$ cat src/rtl/ivt_pkg.sv
package ivt_pkg;

    localparam int N_CH  = 2;
    localparam int CNT_W = 16;

    localparam logic [1:0] A_CTRL      = 2'd3;
    localparam logic [7:0] DONE_STATUS = 8'h20;

    typedef logic [2:0] mode_t;

    typedef enum logic [0:0] {
        LD_LOW,
        LD_HIGH
    } ld_state_e;

    typedef enum logic [1:0] {
        CH_IDLE,
        CH_COUNT,
        CH_DONE
    } ch_state_e;

    typedef struct packed {
        logic [1:0] sel;
        logic [1:0] rw;
        mode_t      mode;
        logic       bcd;
    } ctrl_word_t;

endpackage

$ cat src/rtl/ivt_tick_gen.sv
module ivt_tick_gen #(
    parameter int CLK_HZ  = 100_000_000,
    parameter int TICK_HZ = 1_193_180
) (
    input  logic clk,
    input  logic rst_n,
    output logic tick
);
    localparam int AW = $clog2(CLK_HZ) + 1;
    localparam logic [AW-1:0] STEP = AW'(TICK_HZ);
    localparam logic [AW-1:0] LIM  = AW'(CLK_HZ);

    logic [AW-1:0] acc;
    logic [AW-1:0] sum;

    always_comb begin
        sum  = acc + STEP;
        tick = (sum >= LIM);
    end

    always_ff @(posedge clk) begin
        if (!rst_n) acc <= '0;
        else        acc <= tick ? (sum - LIM) : sum;
    end

    // residue stays below one clock-rate unit, so no tick is lost
    p_acc_range_r6: assert property (@(posedge clk) disable iff (!rst_n)
        acc < LIM);

endmodule

$ cat src/rtl/ivt_load_seq.sv
module ivt_load_seq
    import ivt_pkg::*;
(
    input  logic              clk,
    input  logic              rst_n,
    input  logic              wr_en,
    input  logic [1:0]        addr,
    input  logic [7:0]        wdata,
    output logic [N_CH-1:0]   start,
    output logic [CNT_W-1:0]  start_cnt,
    output logic [N_CH-1:0]   mode_we,
    output mode_t             mode_val,
    output logic              cfg_err
);
    ld_state_e  state, state_n;
    logic [7:0] low_q;
    ctrl_word_t cw;
    logic       data_wr, ctrl_wr, ctrl_ok;

    always_comb begin
        cw      = wdata;
        data_wr = wr_en && !addr[0];
        ctrl_wr = wr_en && (addr == A_CTRL);
        ctrl_ok = !cw.sel[0] && (cw.rw == 2'b11) && !cw.bcd;
    end

    // state register
    always_ff @(posedge clk) begin
        if (!rst_n) begin
            state   <= LD_LOW;
            low_q   <= '0;
            cfg_err <= 1'b0;
        end else begin
            state   <= state_n;
            cfg_err <= ctrl_wr && !ctrl_ok;
            if (data_wr && state == LD_LOW) low_q <= wdata;
        end
    end

    // next state
    always_comb begin
        state_n = state;
        unique case (state)
            LD_LOW:  if (data_wr) state_n = LD_HIGH;
            LD_HIGH: if (data_wr) state_n = LD_LOW;
            default: state_n = LD_LOW;
        endcase
    end

    // outputs
    always_comb begin
        start_cnt = {wdata, low_q};
        mode_val  = cw.mode;
    end

    for (genvar k = 0; k < N_CH; k++) begin : g_sel
        assign start[k]   = data_wr && (state == LD_HIGH) && (addr[1] == 1'(k));
        assign mode_we[k] = ctrl_wr && ctrl_ok && (cw.sel[1] == 1'(k));
    end

    p_err_flag_r1: assert property (@(posedge clk) disable iff (!rst_n)
        (ctrl_wr && !ctrl_ok) |=> cfg_err);
    p_err_quiet_r1: assert property (@(posedge clk) disable iff (!rst_n)
        !(ctrl_wr && !ctrl_ok) |=> !cfg_err);
    p_flag_toggle_r3: assert property (@(posedge clk) disable iff (!rst_n)
        data_wr |=> (state != $past(state)));
    p_flag_hold_r3: assert property (@(posedge clk) disable iff (!rst_n)
        !data_wr |=> $stable(state));

endmodule

$ cat src/rtl/ivt_channel.sv
module ivt_channel
    import ivt_pkg::*;
(
    input  logic             clk,
    input  logic             rst_n,
    input  logic             tick,
    input  logic             start,
    input  logic [CNT_W-1:0] load_cnt,
    input  logic             mode_we,
    input  mode_t            mode_in,
    output logic [7:0]       status,
    output logic             tc
);
    ch_state_e        state, state_n;
    logic [CNT_W-1:0] cnt, reload;
    mode_t            mode;
    logic             terminal;

    always_comb terminal = (state == CH_COUNT) && tick && (cnt == CNT_W'(1));

    // state register and datapath
    always_ff @(posedge clk) begin
        if (!rst_n) begin
            state  <= CH_IDLE;
            cnt    <= '0;
            reload <= '0;
            mode   <= '0;
            tc     <= 1'b0;
        end else begin
            state <= state_n;
            tc    <= terminal && !start;
            if (mode_we) mode <= mode_in;
            if (start) begin
                cnt    <= load_cnt;
                reload <= load_cnt;
            end else if (state == CH_COUNT && tick) begin
                cnt <= terminal ? reload : cnt - CNT_W'(1);
            end
        end
    end

    // next state
    always_comb begin
        state_n = state;
        unique case (state)
            CH_IDLE:  if (start) state_n = CH_COUNT;
            CH_COUNT: begin
                if (start)                          state_n = CH_COUNT;
                else if (terminal && mode == '0)    state_n = CH_DONE;
            end
            CH_DONE:  if (start) state_n = CH_COUNT;
            default:  state_n = CH_IDLE;
        endcase
    end

    // outputs
    always_comb status = (state == CH_DONE) ? DONE_STATUS : 8'h00;

    p_start_clears_r4: assert property (@(posedge clk) disable iff (!rst_n)
        start |=> (state == CH_COUNT && status == 8'h00));
    p_done_hold_r2: assert property (@(posedge clk) disable iff (!rst_n)
        (state == CH_DONE && !start) |=> (state == CH_DONE));
    p_done_quiet_r9: assert property (@(posedge clk) disable iff (!rst_n)
        (state == CH_DONE && $past(state == CH_DONE)) |-> !tc);
    p_idle_still_r5: assert property (@(posedge clk) disable iff (!rst_n)
        (state == CH_IDLE) |-> !tc);

endmodule

$ cat src/rtl/ivt_core.sv
module ivt_core
    import ivt_pkg::*;
#(
    parameter int CLK_HZ  = 100_000_000,
    parameter int TICK_HZ = 1_193_180
) (
    input  logic            clk,
    input  logic            rst_n,
    input  logic            wr_en,
    input  logic            rd_en,
    input  logic [1:0]      addr,
    input  logic [7:0]      wdata,
    output logic [7:0]      rdata,
    output logic [N_CH-1:0] tc,
    output logic            cfg_err
);
    logic             tick;
    logic [N_CH-1:0]  start, mode_we;
    logic [CNT_W-1:0] start_cnt;
    mode_t            mode_val;
    logic [7:0]       status [N_CH];

    ivt_tick_gen #(.CLK_HZ(CLK_HZ), .TICK_HZ(TICK_HZ)) u_tick (
        .clk   (clk),
        .rst_n (rst_n),
        .tick  (tick)
    );

    ivt_load_seq u_seq (
        .clk       (clk),
        .rst_n     (rst_n),
        .wr_en     (wr_en),
        .addr      (addr),
        .wdata     (wdata),
        .start     (start),
        .start_cnt (start_cnt),
        .mode_we   (mode_we),
        .mode_val  (mode_val),
        .cfg_err   (cfg_err)
    );

    for (genvar k = 0; k < N_CH; k++) begin : g_ch
        ivt_channel u_ch (
            .clk      (clk),
            .rst_n    (rst_n),
            .tick     (tick),
            .start    (start[k]),
            .load_cnt (start_cnt),
            .mode_we  (mode_we[k]),
            .mode_in  (mode_val),
            .status   (status[k]),
            .tc       (tc[k])
        );
    end

    always_comb rdata = (rd_en && addr == A_CTRL) ? status[N_CH-1] : 8'h00;

    // nothing pulses in the first cycle out of reset
    p_reset_quiet_r8: assert property (@(posedge clk)
        !rst_n |=> (tc == '0 && !cfg_err));

endmodule

$ cat config.mk
export PLATFORM = sky130hd
export DESIGN_NAME = ivt_core
export DESIGN_NICKNAME = d
export VERILOG_FILES = /design/src/rtl/ivt_pkg.sv /design/src/rtl/ivt_tick_gen.sv /design/src/rtl/ivt_load_seq.sv /design/src/rtl/ivt_channel.sv /design/src/rtl/ivt_core.sv
export SDC_FILE = /design/constraint.sdc
export NUM_CORES = 1
export LEC_CHECK = 0
export BUFFER_PORTS_ARGS = -buffer_cell sky130_fd_sc_hd__buf_2
export CAP_MARGIN = 20
export CORE_UTILIZATION = 25
export CTS_BUF_LIST = sky130_fd_sc_hd__clkbuf_8
export CTS_CLUSTER_SIZE = 30
export DETAILED_ROUTE_END_ITERATION = 10
export GPL_TIMING_DRIVEN = 0
export PLACE_DENSITY = 0.43
export SYNTH_ARGS = -nofsm -noshare
export SYNTH_HDL_FRONTEND = slang
export SYNTH_SLANG_ARGS = --single-unit
$ cat constraint.sdc
create_clock -name clk -period 3.1 [get_ports clk]
set_clock_uncertainty 0.15 [all_clocks]
set_input_delay 0.155 -clock clk [delete_from_list [all_inputs] [get_ports clk]]
set_output_delay 0.155 -clock clk [all_outputs]
set_load 0.02 [all_outputs]
==> flow_metrics.py, run 1 <==
metrics = {
    "timing": {
        "rsz0062_at_grt": "yes",
        "period_share": 1.10,
        "finalHoldViolCount": 0,
        "fin_ws_ps": -323,
        "setup_viol": 56,
        "hold_ws_ps": 62.1,
        "max_slew_margin": 0.453,
        "worst_slew_pin_slew_ps": 820,
        "fmax_mhz": 292,
        "fin_crit_ps": 3420,
        "slew_viol_final": 0,
    },
    "logic_synthesis": {
        "synth_enable_flop_cells": 0,
        "ys_seq_elements": 112,
        "seq_area_frac_synth": 0.362,
        "ys_types": 74,
        "synthFlopType": "dfxtp_1",
        "yosysWarnings": 0,
        "async_flop_share": 0,
        "syn_area_um2": 6190,
        "syn-instance-count": 812,
        "syn_area_per_cell_um2": 7.63,
    },
    "worst_setup_path": {
        "reg2reg_from": "u_tick.acc[6]",
        "reg2reg_slack_ps": -320,
        "start_kind": "flop",
        "crit_fanout": 7,
        "cp-end-kind": "flop",
        "r2r_cells": 19,
        "required_ps": 3300,
        "r2r_end": "g_ch[0].u_ch.cnt[15]",
        "cp_data_arrival_time_ps": 3630,
        "path_class": "flop to flop",
    },
    "global_routing": {
        "groute.layer.met2.usage": 0.288,
        "antenna_found_initial": 0,
        "grtUsageMet3": 0.0195,
        "top_usage_layer": "met2",
        "grt_pass1_wl_mm": 34.4,
        "grt_max_degree": 20,
        "overflow": 0,
        "grtUsageMet1": 0.234,
        "grt_usage": 0.172,
        "grt_pass1_vias": 6052,
    },
    "cells_and_area": {
        "final_cells": 1274,
        "nFillCells": 2558,
        "fin_nets": 969,
        "insertedDiodeCount": 0,
        "post-route-util": 0.359,
        "area.growth.synth_to_final_pct": 40.9,
        "drive_gt1_frac": 0.286,
        "multiInputGateArea_um2": 4380,
        "seqCellArea_um2": 2260,
    },
    "die": {
        "die_area_um2": 25400,
        "initial_core_util": 0.255,
        "pin_count": 25,
        "num_rows": 57,
        "dieWidth_um": 159,
        "die_height_um": 159,
        "core_area_um2": 24300,
    },
    "cts": {
        "clock_path_buffers": 2,
        "cts.clk_slew.worst_paths_ps": 130,
        "insertion_delay_ps": 400,
        "root_buffer": "clkbuf_8",
        "cts.htree.levels": 3,
        "cts_buffers": 9,
        "cts_tree": "done",
        "clock-sinks": 112,
    },
    "power_and_ir_drop": {
        "power_uw": 4450,
        "vdd_ir_drop_max_uv": 240,
        "leakage_uw": 0.00325,
        "cellPowerDensity_nw_per_um2": 510,
    },
    "routing": {
        "wl_per_cell_um": 17.2,
        "ant_nets": 0,
        "routed_wl_mm": 21.9,
        "drtIter0Drc": 302,
        "viasPerCell": 4.97,
        "vias": 6336,
        "first_pass_iters": 5,
        "drc_errors": 0,
    },
    "hold_path": {
        "hold_depth": 3,
        "hp-start": "wdata[3]",
        "hp-class": "primary input to flop",
        "hold_path_end": "g_ch[0].u_ch.reload[11]",
    },
    "placed_design": {
        "dp.cells": 1158,
        "place_congestion": 0.832,
        "port-buffer-count": 16,
        "dp_hpwl_mm": 14.1,
    },
    "status": {
        "violations": "negative setup slack",
        "status": "finished with violations",
    },
    "flow_run": {
        "drv_cap": 0,
    },
}
[placed cells by master (no fill, tap or decap), types with 10 or more instances in the layout]
| cell type | n |
|---|---|
| nand2_1 | 120 |
| dfxtp_1 | 106 |
| nor2_1 | 73 |
| buf_4 | 57 |
| a21oi_1 | 56 |
| buf_6 | 45 |
| o21ai_0 | 42 |
| clkbuf_1 | 28 |
| nand3_1 | 20 |
| o21ai_1 | 20 |
| buf_2 | 20 |
| xnor2_1 | 19 |
| mux2i_1 | 18 |
| nor3_1 | 15 |
| inv_1 | 13 |
| xor2_1 | 12 |
| nor4_1 | 11 |
| o21ai_2 | 11 |
| a22oi_2 | 10 |
| clkbuf_8 | 10 |
[cell type report]
class | count | share of cell area
Tap cell | 324 | 0.0465
Sequential cell | 112 | 0.259
Timing Repair Buffer | 117 | 0.124
Inverter | 16 | 0.00717
Clock inverter | 7 | 0.0115
Buffer | 54 | 0.0363
Clock buffer | 9 | 0.0142
Multi-Input combinational cell | 635 | 0.502
[state kept, by name, summed over array words and instances, names as in the netlist]
signal / cells
g_ch.u_ch.tc: 2
u_seq.cfg_err: 1
g_ch.u_ch.reload: 32
u_seq.low_q: 8
u_tick.acc: 26
g_ch.u_ch.mode: 6
g_ch.u_ch.state: 4
g_ch.u_ch.cnt: 32
u_seq.state: 1
[layer usage]
layer | routed length (um) | vias to the layer above
met2 | 10500 | 97
met5 | 0 | -
met1 | 10500 | 3081
met3 | 608 | 17
met4 | 280 | 0
li1 | - | 3141
[cells by family (layout without fill, tap and decap cells)]
group                    count (synthesis)  after routing  synth area share
AND/OR/NAND/NOR                        330            330             0.249
AO/OA/AOI/OAI                          232            232             0.233
flip-flops                             112            112             0.362
buffers and inverters                   71            203            0.0521
XOR/XNOR                                37             37            0.0523
multiplexers                            19             19            0.0309
adder cells (fa/ha/maj)                 10             10            0.0202
other                                    1              7          0.000605
[per-stage QoR]
step / setup slack [ps] / cell area [um2] / setup TNS (ps)
after floorplan: -74.7 / 6290 / -74.7
after global placement: -1160 / 6770 / -46800
after detailed placement: -1110 / 6770 / -45080
after CTS: -314 / 8370 / -8780
after global routing: -404 / 8720 / -16970
final: -323 / 8720 / -11530
[Yosys cell counts, drive strengths merged, types with 5 or more instances]
master  number  area, um2
a22oi       16        120
o31ai        7       52.6
nand3       25        125
nor3        22        115
nand2b       9       56.3
nor2        81        314
o21ai       74        370
nor2b        8       50.1
and2         7       45.1
a211oi       7       52.6
clkbuf      32        120
dfxtp      112       2240
inv         15       56.3
mux2i       18        180
or3          7       53.8
nor4        12       75.1
a21oi       66        330
or4          5       37.5
nand2      128        480
nand4        5       31.3
xnor2       23        201
ha          10        125
a31oi       11       68.8
and3         6       37.5
o211ai       6       45.0
o22ai        5       31.3
xor2        14        123
buf         23        143
[critical path, cell delays in order, from the launching register on]
cell and delay [ps]:
dfxtp_1 320, buf_4 160, nor2_4 170, a21boi_4 260, xnor2_2 150, inv_2 80
ha_4 190, nand2b_4 80, nor3_2 40, a2bb2oi_2 200, a41oi_2 90, o31a_1 310
buf_4 150, o21ai_4 180, buf_12 130, nand4_1 120, buf_6 190, buf_6 120
a211oi_2 150, a221o_1 140
[where the power goes]
group          total (uW)  switching, uW  leakage, uW  internal [uW]
Clock                1040            578     0.000114            465
Sequential           1610           94.7     0.000912           1510
Combinational        1800            862      0.00223            935
Total                4450           1540      0.00325           2910
[how the worst max path moves through the flow]
stage | startpoint | endpoint | slack, ps | depth (start not counted)
finish | u_tick.acc[6] | g_ch[0].u_ch.cnt[15] | -320 | 19
global route | u_tick.acc[3] | u_tick.acc[16] | -400 | 17
CTS | u_tick.acc[3] | u_tick.acc[16] | -310 | 17
detailed placement | u_tick.acc[4] | g_ch[0].u_ch.cnt[14] | -1110 | 14
global placement | u_tick.acc[4] | g_ch[0].u_ch.cnt[14] | -1160 | 14
floorplan | u_tick.acc[3] | u_tick.acc[16] | -70 | 11
[what timing repair did]
action,CTS,global route
resized for setup,179,57
endpoints found under the hold margin,28,0
pin swaps,54,32
setup endpoints to repair,58,58
buffers inserted,85,22
gates cloned,4,0
hold buffers,8,0
No activity file was read; power rests on OpenSTA's default activity.
==> run 2, diff against run 1 <==
--- a/config.mk
+++ b/config.mk
@@ -11,8 +11,9 @@
 export CTS_BUF_LIST = sky130_fd_sc_hd__clkbuf_8
 export CTS_CLUSTER_SIZE = 30
 export DETAILED_ROUTE_END_ITERATION = 10
-export GPL_TIMING_DRIVEN = 0
+export GPL_TIMING_DRIVEN = 1
 export PLACE_DENSITY = 0.43
+export SKIP_LAST_GASP = 1
 export SYNTH_ARGS = -nofsm -noshare
 export SYNTH_HDL_FRONTEND = slang
 export SYNTH_SLANG_ARGS = --single-unit
==> run 2 against run 1 <==
Compared with the run above: the flow still finishes with violations (negative setup slack); fmax rose by 4.9%; highest routed layer unchanged; critical endpoint is now u_tick.acc[12]; global-route usage fell by 1.7 points; register-to-register slack better by 160 ps; final cell count grew 0.55%; clock power hardly changed; flip-flop and latch count is the same; worst hold slack improved by 56 ps; largest power group unchanged; count of clock-buffer cells in the layout did not move; total power fell by 5.0%; first-iteration DRC count is 8.3% higher.
==> flow_metrics.py, run 2 (same netlist as run 1, synthesis figures left out) <==
metrics = {
    "routing": {
        "wl_per_cell_um": 15.5,
        "ant_nets": 0,
        "viasPerCell": 4.84,
        "drtIter0Drc": 327,
        "first_pass_iters": 4,
        "drc_errors": 0,
        "vias": 6200,
        "routed_wl_mm": 19.9,
    },
    "worst_setup_path": {
        "reg2reg_slack_ps": -160,
        "cp_slowest_cell": "dfxtp_4",
        "crit_fanout": 5,
        "start_kind": "flop",
        "cp-end-kind": "flop",
        "max_stage_delay_ps": 390,
        "crit_chain": "o31a_4 > nor3_4 > nor4_2 > or3_4 > a311o_1 > o31a_1 > o21ai_2 > buf_6 > buf_6 > nand2_1 > a32oi_1 > mux2i_1",
        "r2r_cells": 12,
        "reg2reg_from": "u_tick.acc[3]",
        "required_ps": 3290,
        "path_class": "flop to flop",
        "r2r_end": "u_tick.acc[12]",
        "cp_common_cell": "buf_6",
        "cp_data_arrival_time_ps": 3450,
    },
    "cts": {
        "cts.htree.levels": 3,
        "cts.clk_slew.worst_paths_ps": 140,
        "cts_buffers": 9,
        "clock_path_buffers": 2,
        "root_buffer": "clkbuf_8",
        "cts_tree": "done",
        "clock-sinks": 112,
        "insertion_delay_ps": 410,
    },
    "cells_and_area": {
        "seqCellArea_um2": 2250,
        "nFillCells": 2602,
        "post-route-util": 0.354,
        "final_cell_mix": "126 x buf_4, 122 x nand2_1, 106 x dfxtp_1, 74 x nor2_1, 61 x a21oi_1",
        "largestRegisters": "g_ch.u_ch.cnt: 32 flops, g_ch.u_ch.reload: 32 flops, u_tick.acc: 26 flops",
        "drive_gt1_frac": 0.296,
        "final_common_cell": "buf_4",
        "fin_nets": 976,
        "multiInputGateArea_um2": 4150,
        "area.growth.synth_to_final_pct": 39.2,
        "insertedDiodeCount": 0,
    },
    "placed_design": {
        "place_congestion": 0.783,
        "dp_hpwl_mm": 13.5,
        "port-buffer-count": 17,
    },
    "timing": {
        "period_share": 1.05,
        "fin_ws_ps": -164,
        "fin_crit_ps": 3260,
        "finalHoldViolCount": 0,
        "fmax_mhz": 306,
        "max_slew_margin": 0.538,
        "rsz0062_at_grt": "yes",
        "worst_slew_pin_slew_ps": 687,
        "slew_viol_final": 0,
        "setup_viol": 47,
        "totalNegativeSetupSlack_ps": -3030,
    },
    "global_routing": {
        "overflow": 0,
        "grt_pass1_wl_mm": 31.4,
        "antenna_found_initial": 0,
        "grt_usage": 0.155,
        "grt_max_degree": 64,
        "grt_pass1_vias": 6006,
    },
    "die": {
        "core_area_um2": 24300,
        "dieWidth_um": 159,
        "pin_count": 25,
        "die_area_um2": 25400,
        "die_height_um": 159,
        "num_rows": 57,
        "initial_core_util": 0.255,
    },
    "power_and_ir_drop": {
        "comb_power_share": 0.379,
        "p_clk_frac": 0.245,
        "p_switching_uw": 1440,
        "seqPwrFrac": 0.377,
        "p_sw_frac": 0.341,
        "leakage_uw": 0.00337,
        "power_uw": 4230,
        "cellPowerDensity_nw_per_um2": 490,
        "vdd_ir_drop_max_uv": 316,
        "p_int_uw": 2780,
    },
    "hold_path": {
        "hp-class": "primary input to flop",
        "hold_path_end": "g_ch[1].u_ch.cnt[12]",
        "hp-start": "rst_n",
        "hold_depth": 4,
    },
    "status": {
        "violations": "negative setup slack",
        "status": "finished with violations",
    },
    "flow_run": {
        "drv_cap": 0,
    },
}
## run 2: metrics by stage
step / area [um2] / cells / setup slack, ps / hold WS [ps]
6_report: 8620 / 1281 / -164 / 118
5_1_grt: 8620 / 1281 / -292 / 103
4_1_cts: 7980 / 1267 / -156 / 115
3_5_place_dp: 7420 / 1219 / -287 / 295
3_3_place_gp: 7420 / 1219 / -259 / 290
2_1_floorplan: 6290 / 818 / -74.7 / 135
## run 2: worst max-delay path by stage
stage	start	endpoint	slack [ps]
final	u_tick.acc[3]	u_tick.acc[12]	-160
after global routing	u_tick.acc[3]	g_ch[1].u_ch.cnt[7]	-290
after CTS	u_tick.acc[2]	u_tick.acc[16]	-160
after detailed placement	u_tick.acc[3]	g_ch[1].u_ch.cnt[7]	-290
after global placement	u_tick.acc[3]	g_ch[1].u_ch.cnt[7]	-260
after floorplan	u_tick.acc[3]	u_tick.acc[16]	-70
## run 2: power groups by stage
stage                     logic [uW]  registers, uW  clock network, uW
after floorplan                  630           1600                  0
after global placement          1170           1620                  0
after detailed placement        1160           1620                  0
after CTS                       1390           1590               1080
after global routing            1750           1600               1130
final                           1600           1590               1030
## run 2: what timing repair did
item                                    CTS  global route
gates cloned                              0             3
endpoints found under the hold margin    42             0
gates resized for setup                  12           128
hold buffers                              8             0
endpoints found under the setup margin   51            57
pin swaps                                 4            55
buffers inserted                         24            18
## run 2: critical path: cells and delay by family (launching register included)
family	cells	cell delay, ps
buf+inv	2	250
simple gates	4	670
mux	1	200
flops	1	390
compound gates	5	1520
## run 2: area by class of cell
type,count,share of cell area
multi-input cells,635,0.481
flip-flops and latches,112,0.262
repair buffers,178,0.176
clock inverters,7,0.0125
well taps,324,0.0470
clock buffers,9,0.0144
inverters,16,0.00784
## run 2: routing by layer
metal,global-route usage,part of all wire,routed length [um]
met5,0,0,0
met4,0.0420,0.016,312
met3,0.0182,0.017,341
met2,0.272,0.50,10000
met1,0.199,0.46,9200
